===== src/rtl/lrc_pkg.sv =====
package lrc_pkg;

    typedef enum logic [2:0] {
        ST_IDLE,
        ST_FIX,
        ST_PURGE,
        ST_RELOAD,
        ST_POISON,
        ST_REFETCH
    } lrc_state_e;

    localparam logic [1:0] KIND_CE = 2'b01;
    localparam logic [1:0] KIND_UE = 2'b10;

endpackage


===== src/rtl/lrc_err_counters.sv =====
module lrc_err_counters #(
    parameter int SETS  = 16,
    parameter int WAYS  = 4,
    parameter int CNT_W = 3
) (
    input  logic                       clk,
    input  logic                       rst_n,
    input  logic                       inc_en,
    input  logic                       clr_en,
    input  logic [$clog2(SETS)-1:0]    sel_set,
    input  logic [$clog2(WAYS)-1:0]    sel_way,
    output logic [CNT_W-1:0]           cnt_next
);
    localparam int LINES  = SETS * WAYS;
    localparam int SET_W  = $clog2(SETS);
    localparam int WAY_W  = $clog2(WAYS);
    localparam int LIDX_W = SET_W + WAY_W;
    localparam logic [CNT_W-1:0] CNT_MAX = {CNT_W{1'b1}};

    logic [CNT_W-1:0]  cnt_q [LINES];
    logic [LIDX_W-1:0] idx;
    logic [CNT_W-1:0]  cur;

    assign idx      = {sel_set, sel_way};
    assign cur      = cnt_q[idx];
    assign cnt_next = (cur == CNT_MAX) ? cur : cur + 1'b1;

    always_ff @(posedge clk) begin
        if (!rst_n) begin
            for (int i = 0; i < LINES; i++) begin
                cnt_q[i] <= '0;
            end
        end else if (clr_en) begin
            cnt_q[idx] <= '0;
        end else if (inc_en) begin
            cnt_q[idx] <= cnt_next;
        end
    end

    // a saturated count stays at its maximum after another increment
    p_saturate_r2: assert property (@(posedge clk) disable iff (!rst_n)
        (inc_en && !clr_en && cur == CNT_MAX) |=> (cur == CNT_MAX));

    // a purge leaves the line's count at zero
    p_clear_r3: assert property (@(posedge clk) disable iff (!rst_n)
        clr_en |=> (cur == '0));

endmodule


===== src/rtl/lrc_way_mask.sv =====
module lrc_way_mask #(
    parameter int SETS = 16,
    parameter int WAYS = 4
) (
    input  logic                       clk,
    input  logic                       rst_n,
    input  logic                       del_en,
    input  logic [$clog2(SETS)-1:0]    del_set,
    input  logic [$clog2(WAYS)-1:0]    del_way,
    input  logic [$clog2(SETS)-1:0]    q_set,
    input  logic [WAYS-1:0]            q_hit_raw,
    output logic [WAYS-1:0]            q_hit,
    output logic [WAYS-1:0]            q_alloc,
    output logic [SETS*WAYS-1:0]       mask
);
    localparam int LINES  = SETS * WAYS;
    localparam int SET_W  = $clog2(SETS);
    localparam int WAY_W  = $clog2(WAYS);
    localparam int LIDX_W = SET_W + WAY_W;

    logic [LINES-1:0]  mask_q;
    logic [LIDX_W-1:0] del_idx;
    logic [WAYS-1:0]   del_row;
    logic [WAYS-1:0]   q_row;
    logic [WAY_W:0]    en_cnt;
    logic              del_ok;

    assign del_idx = {del_set, del_way};
    assign del_row = mask_q[{del_set, {WAY_W{1'b0}}} +: WAYS];
    assign q_row   = mask_q[{q_set, {WAY_W{1'b0}}} +: WAYS];

    always_comb begin
        en_cnt = '0;
        for (int w = 0; w < WAYS; w++) begin
            en_cnt = en_cnt + {{WAY_W{1'b0}}, ~del_row[w]};
        end
    end

    assign del_ok = (en_cnt > (WAY_W+1)'(1)) && !del_row[del_way];

    always_ff @(posedge clk) begin
        if (!rst_n) begin
            mask_q <= '0;
        end else if (del_en && del_ok) begin
            mask_q[del_idx] <= 1'b1;
        end
    end

    assign q_hit   = q_hit_raw & ~q_row;
    assign q_alloc = ~q_row;
    assign mask    = mask_q;

    // every set keeps at least one enabled way
    for (genvar s = 0; s < SETS; s++) begin : g_keep
        p_keep_one_r6: assert property (@(posedge clk) disable iff (!rst_n)
            !(&mask_q[s*WAYS +: WAYS]));
    end

    // a permitted delete is visible in the mask one cycle later
    p_delete_lands_r6: assert property (@(posedge clk) disable iff (!rst_n)
        (del_en && del_ok) |=> mask_q[$past(del_idx)]);

    // mask bits are sticky
    p_sticky_r6: assert property (@(posedge clk) disable iff (!rst_n)
        (($past(mask_q) & ~mask_q) == '0));

    // a hit is never reported for a disabled way
    p_no_dead_hit_r8: assert property (@(posedge clk) disable iff (!rst_n)
        ((q_hit & q_row) == '0));

endmodule


===== src/rtl/lrc_fsm.sv =====
module lrc_fsm
    import lrc_pkg::*;
#(
    parameter int SET_W       = 4,
    parameter int WAY_W       = 2,
    parameter int DATA_W      = 32,
    parameter int CNT_W       = 3,
    parameter int THRESH_INIT = 2
) (
    input  logic              clk,
    input  logic              rst_n,
    input  logic              thr_wr,
    input  logic [CNT_W-1:0]  thr_val,
    input  logic              icache_mode,
    input  logic              rpt_valid,
    input  logic [SET_W-1:0]  rpt_set,
    input  logic [WAY_W-1:0]  rpt_way,
    input  logic [1:0]        rpt_kind,
    input  logic              rpt_dirty,
    input  logic [DATA_W-1:0] rpt_data,
    input  logic [CNT_W-1:0]  cnt_next,
    output logic              busy,
    output logic [SET_W-1:0]  cap_set,
    output logic [WAY_W-1:0]  cap_way,
    output logic [DATA_W-1:0] cap_data,
    output logic              fwd_valid,
    output logic              fwd_poison,
    output logic              wb_valid,
    output logic              purge_valid,
    output logic              reload_valid,
    output logic              cnt_inc
);
    lrc_state_e       st_q, st_d;
    logic [CNT_W-1:0] thr_q;
    logic             cap_dirty;
    logic             accept;
    logic             kind_ok;

    assign kind_ok = (rpt_kind == KIND_CE) || (rpt_kind == KIND_UE);
    assign accept  = (st_q == ST_IDLE) && rpt_valid && kind_ok;

    // state register
    always_ff @(posedge clk) begin
        if (!rst_n) begin
            st_q <= ST_IDLE;
        end else begin
            st_q <= st_d;
        end
    end

    // next state
    always_comb begin
        st_d = st_q;
        unique case (st_q)
            ST_IDLE: begin
                if (accept) begin
                    if (rpt_kind == KIND_CE) begin
                        st_d = ST_FIX;
                    end else if (icache_mode) begin
                        st_d = ST_REFETCH;
                    end else begin
                        st_d = ST_PURGE;
                    end
                end
            end
            ST_FIX: begin
                if ((thr_q != '0) && (cnt_next >= thr_q)) begin
                    st_d = ST_PURGE;
                end else begin
                    st_d = ST_IDLE;
                end
            end
            ST_PURGE:   st_d = cap_dirty ? ST_POISON : ST_RELOAD;
            ST_RELOAD:  st_d = ST_IDLE;
            ST_POISON:  st_d = ST_IDLE;
            ST_REFETCH: st_d = ST_IDLE;
            default:    st_d = ST_IDLE;
        endcase
    end

    // report capture and threshold register
    always_ff @(posedge clk) begin
        if (!rst_n) begin
            cap_set   <= '0;
            cap_way   <= '0;
            cap_data  <= '0;
            cap_dirty <= 1'b0;
            thr_q     <= CNT_W'(THRESH_INIT);
        end else begin
            if (accept) begin
                cap_set   <= rpt_set;
                cap_way   <= rpt_way;
                cap_data  <= rpt_data;
                cap_dirty <= rpt_dirty;
            end
            if (thr_wr) begin
                thr_q <= thr_val;
            end
        end
    end

    // outputs
    always_comb begin
        fwd_valid    = 1'b0;
        fwd_poison   = 1'b0;
        wb_valid     = 1'b0;
        purge_valid  = 1'b0;
        reload_valid = 1'b0;
        cnt_inc      = 1'b0;
        unique case (st_q)
            ST_IDLE: ;
            ST_FIX: begin
                fwd_valid = 1'b1;
                wb_valid  = 1'b1;
                cnt_inc   = 1'b1;
            end
            ST_PURGE:   purge_valid  = 1'b1;
            ST_RELOAD:  reload_valid = 1'b1;
            ST_POISON: begin
                fwd_valid  = 1'b1;
                fwd_poison = 1'b1;
            end
            ST_REFETCH: reload_valid = 1'b1;
            default: ;
        endcase
    end

    assign busy = (st_q != ST_IDLE);

    // captured location holds while a sequence runs
    p_stall_r9: assert property (@(posedge clk) disable iff (!rst_n)
        busy |=> ($stable(cap_set) && $stable(cap_way)));

    // request strobes are mutually exclusive
    p_one_request_r9: assert property (@(posedge clk) disable iff (!rst_n)
        $onehot0({wb_valid, purge_valid, reload_valid, fwd_poison}));

    // a dirty purge never leads to a reload
    p_dirty_no_reload_r5: assert property (@(posedge clk) disable iff (!rst_n)
        (purge_valid && cap_dirty) |=> (fwd_poison && !reload_valid));

    // a clean purge is followed by a reload
    p_clean_reload_r5: assert property (@(posedge clk) disable iff (!rst_n)
        (purge_valid && !cap_dirty) |=> reload_valid);

endmodule


===== src/rtl/line_retire_ctrl.sv =====
module line_retire_ctrl #(
    parameter int SETS        = 16,
    parameter int WAYS        = 4,
    parameter int DATA_W      = 32,
    parameter int CNT_W       = 3,
    parameter int THRESH_INIT = 2,
    localparam int SET_W      = $clog2(SETS),
    localparam int WAY_W      = $clog2(WAYS)
) (
    input  logic                  clk,
    input  logic                  rst_n,
    input  logic                  thr_wr,
    input  logic [CNT_W-1:0]      thr_val,
    input  logic                  icache_mode,
    input  logic                  rpt_valid,
    input  logic [SET_W-1:0]      rpt_set,
    input  logic [WAY_W-1:0]      rpt_way,
    input  logic [1:0]            rpt_kind,
    input  logic                  rpt_dirty,
    input  logic [DATA_W-1:0]     rpt_data,
    output logic                  rpt_busy,
    output logic                  fwd_valid,
    output logic                  fwd_poison,
    output logic [DATA_W-1:0]     fwd_data,
    output logic                  wb_valid,
    output logic [SET_W-1:0]      wb_set,
    output logic [WAY_W-1:0]      wb_way,
    output logic [DATA_W-1:0]     wb_data,
    output logic                  purge_valid,
    output logic [SET_W-1:0]      purge_set,
    output logic [WAY_W-1:0]      purge_way,
    output logic                  reload_valid,
    output logic [SET_W-1:0]      reload_set,
    output logic [WAY_W-1:0]      reload_way,
    output logic [SETS*WAYS-1:0]  dis_mask,
    input  logic [SET_W-1:0]      q_set,
    input  logic [WAYS-1:0]       q_hit_raw,
    output logic [WAYS-1:0]       q_hit,
    output logic [WAYS-1:0]       q_alloc
);
    logic [SET_W-1:0]  cap_set;
    logic [WAY_W-1:0]  cap_way;
    logic [DATA_W-1:0] cap_data;
    logic [CNT_W-1:0]  cnt_next;
    logic              cnt_inc;

    lrc_fsm #(
        .SET_W(SET_W), .WAY_W(WAY_W), .DATA_W(DATA_W),
        .CNT_W(CNT_W), .THRESH_INIT(THRESH_INIT)
    ) u_fsm (
        .clk(clk), .rst_n(rst_n),
        .thr_wr(thr_wr), .thr_val(thr_val), .icache_mode(icache_mode),
        .rpt_valid(rpt_valid), .rpt_set(rpt_set), .rpt_way(rpt_way),
        .rpt_kind(rpt_kind), .rpt_dirty(rpt_dirty), .rpt_data(rpt_data),
        .cnt_next(cnt_next), .busy(rpt_busy),
        .cap_set(cap_set), .cap_way(cap_way), .cap_data(cap_data),
        .fwd_valid(fwd_valid), .fwd_poison(fwd_poison), .wb_valid(wb_valid),
        .purge_valid(purge_valid), .reload_valid(reload_valid),
        .cnt_inc(cnt_inc)
    );

    lrc_err_counters #(.SETS(SETS), .WAYS(WAYS), .CNT_W(CNT_W)) u_cnt (
        .clk(clk), .rst_n(rst_n),
        .inc_en(cnt_inc), .clr_en(purge_valid),
        .sel_set(cap_set), .sel_way(cap_way),
        .cnt_next(cnt_next)
    );

    lrc_way_mask #(.SETS(SETS), .WAYS(WAYS)) u_mask (
        .clk(clk), .rst_n(rst_n),
        .del_en(purge_valid), .del_set(cap_set), .del_way(cap_way),
        .q_set(q_set), .q_hit_raw(q_hit_raw),
        .q_hit(q_hit), .q_alloc(q_alloc), .mask(dis_mask)
    );

    assign fwd_data   = cap_data;
    assign wb_set     = cap_set;
    assign wb_way     = cap_way;
    assign wb_data    = cap_data;
    assign purge_set  = cap_set;
    assign purge_way  = cap_way;
    assign reload_set = cap_set;
    assign reload_way = cap_way;

    // a writeback always travels with an unpoisoned forward
    p_fix_forward_r1: assert property (@(posedge clk) disable iff (!rst_n)
        wb_valid |-> (fwd_valid && !fwd_poison));

    // a purge only happens during a busy sequence
    p_purge_busy_r4: assert property (@(posedge clk) disable iff (!rst_n)
        purge_valid |-> rpt_busy);

endmodule


===== config.mk =====
export PLATFORM = sky130hd
export DESIGN_NAME = line_retire_ctrl
export DESIGN_NICKNAME = d
export VERILOG_FILES = /design/src/rtl/lrc_pkg.sv /design/src/rtl/lrc_err_counters.sv /design/src/rtl/lrc_way_mask.sv /design/src/rtl/lrc_fsm.sv /design/src/rtl/line_retire_ctrl.sv
export SDC_FILE = /design/constraint.sdc
export NUM_CORES = 1
export LEC_CHECK = 0
export BUFFER_PORTS_ARGS = -buffer_cell sky130_fd_sc_hd__buf_2
export CAP_MARGIN = 20
export CORE_UTILIZATION = 58
export DETAILED_ROUTE_END_ITERATION = 7
export PLACE_DENSITY_LB_ADDON = 0.2
export SYNTH_ARGS = -nofsm -noshare
export SYNTH_HDL_FRONTEND = slang
export SYNTH_SLANG_ARGS = --single-unit
export TNS_END_PERCENT = 5

===== constraint.sdc =====
create_clock -name clk -period 5.1 [get_ports clk]
set_input_delay 1.02 -clock clk [delete_from_list [all_inputs] [get_ports clk]]
set_output_delay 1.02 -clock clk [all_outputs]
set_load 0.005 [all_outputs]

Word level (Yosys, flattened, before mapping)
Memory sizes are Yosys's and may differ from the RTL's. A register that Yosys moved wholly into a read port is not among the register bits.
Index checks and enable logic that the tools add are counted.
W data, S select, Z words.
{"block": "classes", "shifts": 2, "n_bitwise": 8, "addsub": 4, "muxes": 30, "n_lt_le_gt_ge": 5, "eq_ne": 9, "reduce_logical": 14}
{"operator": "$shiftx A64 B7 Y4", "count": 2}
{"operator": "$or A64 B64 Y64", "count": 1}
{"operator": "$mux W3", "count": 7}
{"operator": "$mux W6", "count": 3}
{"operator": "$mux W1", "count": 16}
{"operator": "$eq A3 B3 Y1 const B", "count": 3}
{"operator": "$pmux W3 S3", "count": 1}
{"operator": "$lt A6 B7 Y1 const B", "count": 1}
{"operator": "$add A3 B1 Y3", "count": 2}
{"operator": "$demux W1 S6", "count": 1}
{"operator": "$eq A3 B2 Y1 const B", "count": 2}
{"operator": "$ge A6 B1 Y1 const B", "count": 1}
{"operator": "$logic_and A1 B1 Y1", "count": 6}
{"operator": "$reduce_bool A3 Y1", "count": 2}
{"operator": "$and A4 B4 Y4", "count": 1}
{"operator": "$not A1 Y1", "count": 4}
{"operator": "$not A4 Y4", "count": 1}
{"operator": "$reduce_or A2 Y1", "count": 2}
{"operator": "$add A3 B1 Y3 const B", "count": 1}
{"operator": "$eq A3 B1 Y1 const B", "count": 1}
{"operator": "$ge A3 B3 Y1", "count": 1}
{"operator": "$gt A3 B1 Y1 const B", "count": 1}
{"operator": "$logic_not A3 Y1", "count": 1}
{"operator": "$lt A2 B3 Y1 const B", "count": 1}
{"operator": "10 further kinds", "count": 10}
{"block": "totals", "in_bits": 57, "word_cells": 80, "out_inout_bits": 160, "ram_bits": 192, "reg_bits": 109, "n_memories": 1}
{"name": "u_cnt.cnt_q", "words": 64, "word_bits": 3, "read_ports": 1, "rd_ports_with_merged_regs": 1, "write_ports": 64, "line": "lrc_err_counters.sv:20", "rtl": "logic [CNT_W-1:0] cnt_q [LINES];"}

Logic depth before layout (Yosys ltp)
{"block": "logic_depth", "depth_word": 9, "ltp_mapped": 21, "ltp_nobuf": 15}

Hierarchy
Synthesis repeated with hierarchy kept, for this count alone.
{"block": "hier_totals", "hier_cells": 1472, "hier_area_um2": 15610.0}
{"mod": "lrc_err_counters", "cells_each": 817, "n_inst": 1, "seq_area_each_um2": 5765.5, "area_each_um2": 9773.1}
{"mod": "lrc_way_mask", "cells_each": 392, "n_inst": 1, "seq_area_each_um2": 1281.2, "area_each_um2": 3649.8}
{"mod": "lrc_fsm", "cells_each": 219, "n_inst": 1, "seq_area_each_um2": 900.9, "area_each_um2": 1856.8}
{"mod": "line_retire_ctrl", "cells_each": 44, "n_inst": 1, "seq_area_each_um2": 0.0, "area_each_um2": 330.3}

Worst setup path before layout
OpenSTA, ideal clock, no wires.
{"block": "synth_path", "kind": "input port to output port", "start": "input q_set[0]", "end": "output q_hit[0]", "path_slack_ns": 0.961, "path_stages": 5, "t_required_ns": 4.080, "path_buffers": 2, "t_arrival_ns": 3.119, "cell_sequence": "clkbuf_1 > buf_1 > mux4_2 > mux4_2 > nor2b_1"}
{"block": "synth_via", "elab_chain_len": 3}
{"item": "start: declaration", "line": "line_retire_ctrl.sv:36", "rtl": "input logic [SET_W-1:0] q_set,"}
{"item": "$shiftx A64 B7 Y4", "line": "lrc_way_mask.sv:30", "rtl": "assign q_row = mask_q[{q_set, {WAY_W{1'b0}}} +: WAYS];"}
{"item": "$not A4 Y4", "line": "lrc_way_mask.sv:49", "rtl": "assign q_hit = q_hit_raw & ~q_row;"}
{"item": "$and A4 B4 Y4", "line": "lrc_way_mask.sv:49"}
{"item": "end: declaration", "line": "line_retire_ctrl.sv:38", "rtl": "output logic [WAYS-1:0] q_hit,"}
Every way passes these cells.

==> impl_summary.log <==
[metrics] status: completed
[metrics] HPWL after DPL: 29.1 mm
[metrics] Worst path max stage delay: 0.78 ns
[metrics] setup repair after global routing missed its margin: false
[metrics] number of hold violations in the final report: 0
[metrics] Post-Syn Area per Cell: between 10 and 15 um2
[metrics] fraction of final layout cells sized beyond drive strength 1: 30.8%
[metrics] leading area contributor after synthesis: sky130_fd_sc_hd__edfxtp_1
[metrics] Cell Chain, Critical Path: buf_4, mux2_2, o31ai_1, a221oi_1, a211oi_1, nand2_1, ha_1, inv_1, o211ai_1, and2_1, ha_1, nand2b_1, a21o_1, a21o_1, o311ai_0, a31oi_1
[metrics] number of global-route vias before repair: 11,800
[metrics] area of the core: ~0.026 mm2
[metrics] clock edge transition at the registers on the reported setup and hold paths: 0.06 ns
[metrics] startpoint type of the worst setup path: register
[metrics] number of antenna violations at the first check in global routing: 0
[metrics] number of max-slew violations in the final report: 0
[metrics] maximum count of clock buffers along a single path: 3
[metrics] Critical Path RT: 5.49 ns
[metrics] wire length of the first global-routing pass: 69.5 mm
[metrics] Static Leak: 6.37 nW
[metrics] Remaining DRCs: 0
[metrics] Via Count: 12,200
[metrics] endpoint with the worst hold slack: u_fsm.cap_data[30]$_SDFFE_PN0P_
[metrics] Worst R2R Setup Slack: 0.68 ns
[metrics] DIE AREA: 0.0276 mm2
[metrics] number of CTS-inserted buffers: 34
[metrics] GRT overflow: 0
[metrics] instance count along the most critical hold path: 2
[metrics] net total in the final layout: 1,540
[metrics] synthesized netlist net count: 1,444
[metrics] std cell rows: 59
[metrics] count of endpoints failing setup in the final report: 0
[metrics] largest net degree at the start of global routing: between 70 and 80
[metrics] top achievable clock speed: 226 MHz
[metrics] relative slew slack: 29.0%
[metrics] number of flops mapped to enable cells by yosys: 192
[metrics] number of buffers inserted by post-CTS setup repair: 0
[metrics] share of synthesized cell area in full adder, half adder and majority cells: 0.561%
[metrics] flop and latch count out of synthesis: 307
[metrics] hold_buf cts: 0
[metrics] worst vdd rail ir drop: 0.000252 V
[metrics] chip width: about 170 um
[metrics] Yosys warning count: 0
[metrics] FILL cells: 1,923
[metrics] clock share of power: roughly two fifths
[metrics] data arrival time of the critical path: 4.81 ns
[metrics] sequential share of power: 44.6%
[metrics] Distinct cells, synth: 65
[metrics] setup tns final: 0 ns
[metrics] PD cells: 356 mW/mm2
[metrics] Routed wire per std cell: roughly 25 um
[metrics] most common cell in the netlist: sky130_fd_sc_hd__edfxtp_1
[metrics] maximum fanout encountered on the critical timing path: 26
[metrics] CTS tree: done
[metrics] fraction of post-synthesis cell area in the top cell type by area: between 30 and 40%
[metrics] most numerous cell types in the synthesized netlist: sky130_fd_sc_hd__edfxtp_1 (192), sky130_fd_sc_hd__nand2_1 (191), sky130_fd_sc_hd__dfxtp_1 (115), sky130_fd_sc_hd__clkbuf_1 (90), sky130_fd_sc_hd__nor3_1 (72)
[metrics] Switching Power: roughly 1.8 mW
[metrics] DRT Wirelength: 45.0 mm
[metrics] netlist area before placement: between 0.015 and 0.02 mm2
[metrics] internal power: 4.49 mW
[metrics] number of I/O pins: 217
[metrics] part of the cycle the worst path needs: 86.7%
[metrics] maximum clock skew at final layout: 0.0218 ns
[metrics] Placer Congestion: 0.883
[metrics] Critical Path End Type: register
[metrics] worst skew pair latency: 0.52 ns
[metrics] antenna diode count: 0
[metrics] critical path start-end classification: register to register
[metrics] die height: roughly 170 um
[metrics] number of optimization iterations in the first detailed-route pass: 7
[metrics] endpoint of the worst register-to-register path: u_fsm.st_q[1]$_SDFFE_PN0P_
[metrics] actual transition at the worst max-transition pin: roughly 1.1 ns
[metrics] biggest area contributors in the synthesized netlist: sky130_fd_sc_hd__edfxtp_1 (37%), sky130_fd_sc_hd__dfxtp_1 (15%), sky130_fd_sc_hd__mux4_2 (9.2%), sky130_fd_sc_hd__nand2_1 (4.6%), sky130_fd_sc_hd__o31ai_1 (3.1%)
[metrics] count of buffers inserted at the top-level ports: 216
[metrics] Gates resized, CTS repair: 0
[metrics] number of H-tree levels: 2
[metrics] min-delay worst type: register to register
[metrics] count of mapped cells out of synthesis: roughly 1,400
[metrics] Hold Path Origin: u_fsm.cap_data[30]$_SDFFE_PN0P_
[metrics] cell at the root of the clock tree: sky130_fd_sc_hd__clkbuf_16
[metrics] number of max-cap violations: 0
[metrics] minimum period implied by the final worst setup slack: 4.42 ns
[metrics] Worst R2R Path Depth: 16
[metrics] register area share after synthesis: 51.7%
[metrics] Switching Fraction: 28.1%
[metrics] post-synthesis mux area share: 12.8%
[metrics] initial core utilization: a little under 60%
[metrics] area growth from synthesis to layout: 12.4%
[metrics] number of nets still failing antenna checks after routing: 0
[metrics] Overall Global Routing Usage: between 30% and 40%
[metrics] proportion of register bits with asynchronous set or reset after synthesis: 0%
[metrics] TritonCTS sink count: 307
[metrics] Overall Power: around 6.2 mW
[metrics] violation count after the first detailed-routing iteration: approximately 1,200
[metrics] complex-gate fraction of the synthesized area: 13.1%
[metrics] simple-gate portion of the synthesized area: 14.5%
[metrics] Post-Synth XOR/XNOR Area: less than 1%
[metrics] prevailing post-synth register cell: sky130_fd_sc_hd__edfxtp_1
[metrics] Gate power share: 15.2%
[metrics] largest family of logic cells by synthesized area: simple AND/OR/NAND/NOR gates
[metrics] number of vias per cell after detailed routing: 6.62
[metrics] master of the slowest instance on the critical path: sky130_fd_sc_hd__dfxtp_2
## cells by family (layout without fill, tap and decap cells)
family          Yosys count  after routing
compound gates          289            289
xor+xnor                  1              1
fa+ha+maj                 7              7
buf+inv                 214            336
flops                   307            307
mux                     118            118
simple gates            444            444
## how the worst max path moves through the flow
| stage | to | slack [ns] | cells past startpoint | startpoint |
|---|---|---|---|---|
| global route | u_fsm.st_q[1]$_SDFFE_PN0P_ | 0.31 | 16 | register |
| global placement | u_fsm.st_q[1]$_SDFFE_PN0P_ | 0.87 | 16 | register |
| CTS | u_fsm.st_q[1]$_SDFFE_PN0P_ | 0.71 | 16 | register |
| finish | u_fsm.st_q[1]$_SDFFE_PN0P_ | 0.68 | 16 | register |
| detailed placement | u_fsm.st_q[1]$_SDFFE_PN0P_ | 0.74 | 16 | register |
| floorplan | q_hit[0] | 0.96 | 5 | q_set[0] |
## worst max-delay path: cells and delay by family (launching register included)
| family | cells | cell delay (ns) |
|---|---|---|
| and+or+nand+nor | 3 | 0.50 |
| DFF | 1 | 0.78 |
| buffers and inverters | 2 | 0.61 |
| muxes | 1 | 0.38 |
| adders and majority gates | 2 | 0.58 |
| AOI/OAI and AO/OA | 8 | 1.41 |
## placed cells by master, fill, tap and decap left out, types with 35 or more instances in the layout
cell                        Yosys  layout
sky130_fd_sc_hd__o31ai_1       64      64
sky130_fd_sc_hd__a21oi_1       39      38
sky130_fd_sc_hd__mux4_2        64      64
sky130_fd_sc_hd__a21boi_0      39      39
sky130_fd_sc_hd__dfxtp_1      115     112
sky130_fd_sc_hd__nor3_1        72      71
sky130_fd_sc_hd__clkbuf_16      0      35
sky130_fd_sc_hd__o21ai_0       68      68
sky130_fd_sc_hd__buf_4         55      41
sky130_fd_sc_hd__nand2_1      191     191
sky130_fd_sc_hd__nor2_1        51      50
sky130_fd_sc_hd__mux2i_1       36      36
sky130_fd_sc_hd__buf_2         34     215
sky130_fd_sc_hd__edfxtp_1     192     192
## power by group through the flow
stage                     Clock [mW]  Combinational [mW]  Sequential, mW
after floorplan                    0               0.680            2.80
after global placement             0               0.908            2.83
after detailed placement           0               0.920            2.84
after CTS                       2.51               0.924            2.79
after global routing            2.62               0.998            2.80
final                           2.51               0.951            2.79
## sequential cells by signal (all words and copies together) (netlist names), named ones only
name             flops
u_fsm.cap_dirty      1
u_fsm.cap_way        2
u_fsm.cap_data      32
u_mask.mask         64
u_fsm.cap_set        4
u_fsm.thr_q          3
u_cnt.cnt_q        192
u_fsm.st_q           3
## final cells by class
cell class / count / area, um2 / share of cell area (%)
sequential: 307 / 8070 / 46.0
multi-input combinational: 859 / 6440 / 36.7
timing repair buffer: 258 / 1420 / 8.10
clock buffer: 43 / 926 / 5.27
tap: 335 / 419 / 2.39
clock inverter: 19 / 214 / 1.22
inverter: 16 / 60.1 / 0.342
## metal layers
metal / up-vias / wire length, um / GRT usage, %
met1: 5910 / 16600 / 42.8
met5: - / 0 / 0
met2: 841 / 21700 / 53.7
li1: 5286 / - / -
met4: 0 / 1690 / 13.0
met3: 119 / 5080 / 6.82
## metrics by stage
stage	std cells	hold slack (ns)	util, %	area (um2)	worst slack, ns
floorplan	1380	0.451	-	15600	0.961
global placement	1773	0.459	62.5	16400	0.872
detailed placement	1773	0.470	62.5	16400	0.738
CTS	1835	0.479	66.8	17500	0.709
global route	1837	0.503	67.0	17600	0.313
finish	1837	0.475	67.0	17600	0.680
Note: power is estimated with default switching activity, not from simulation.
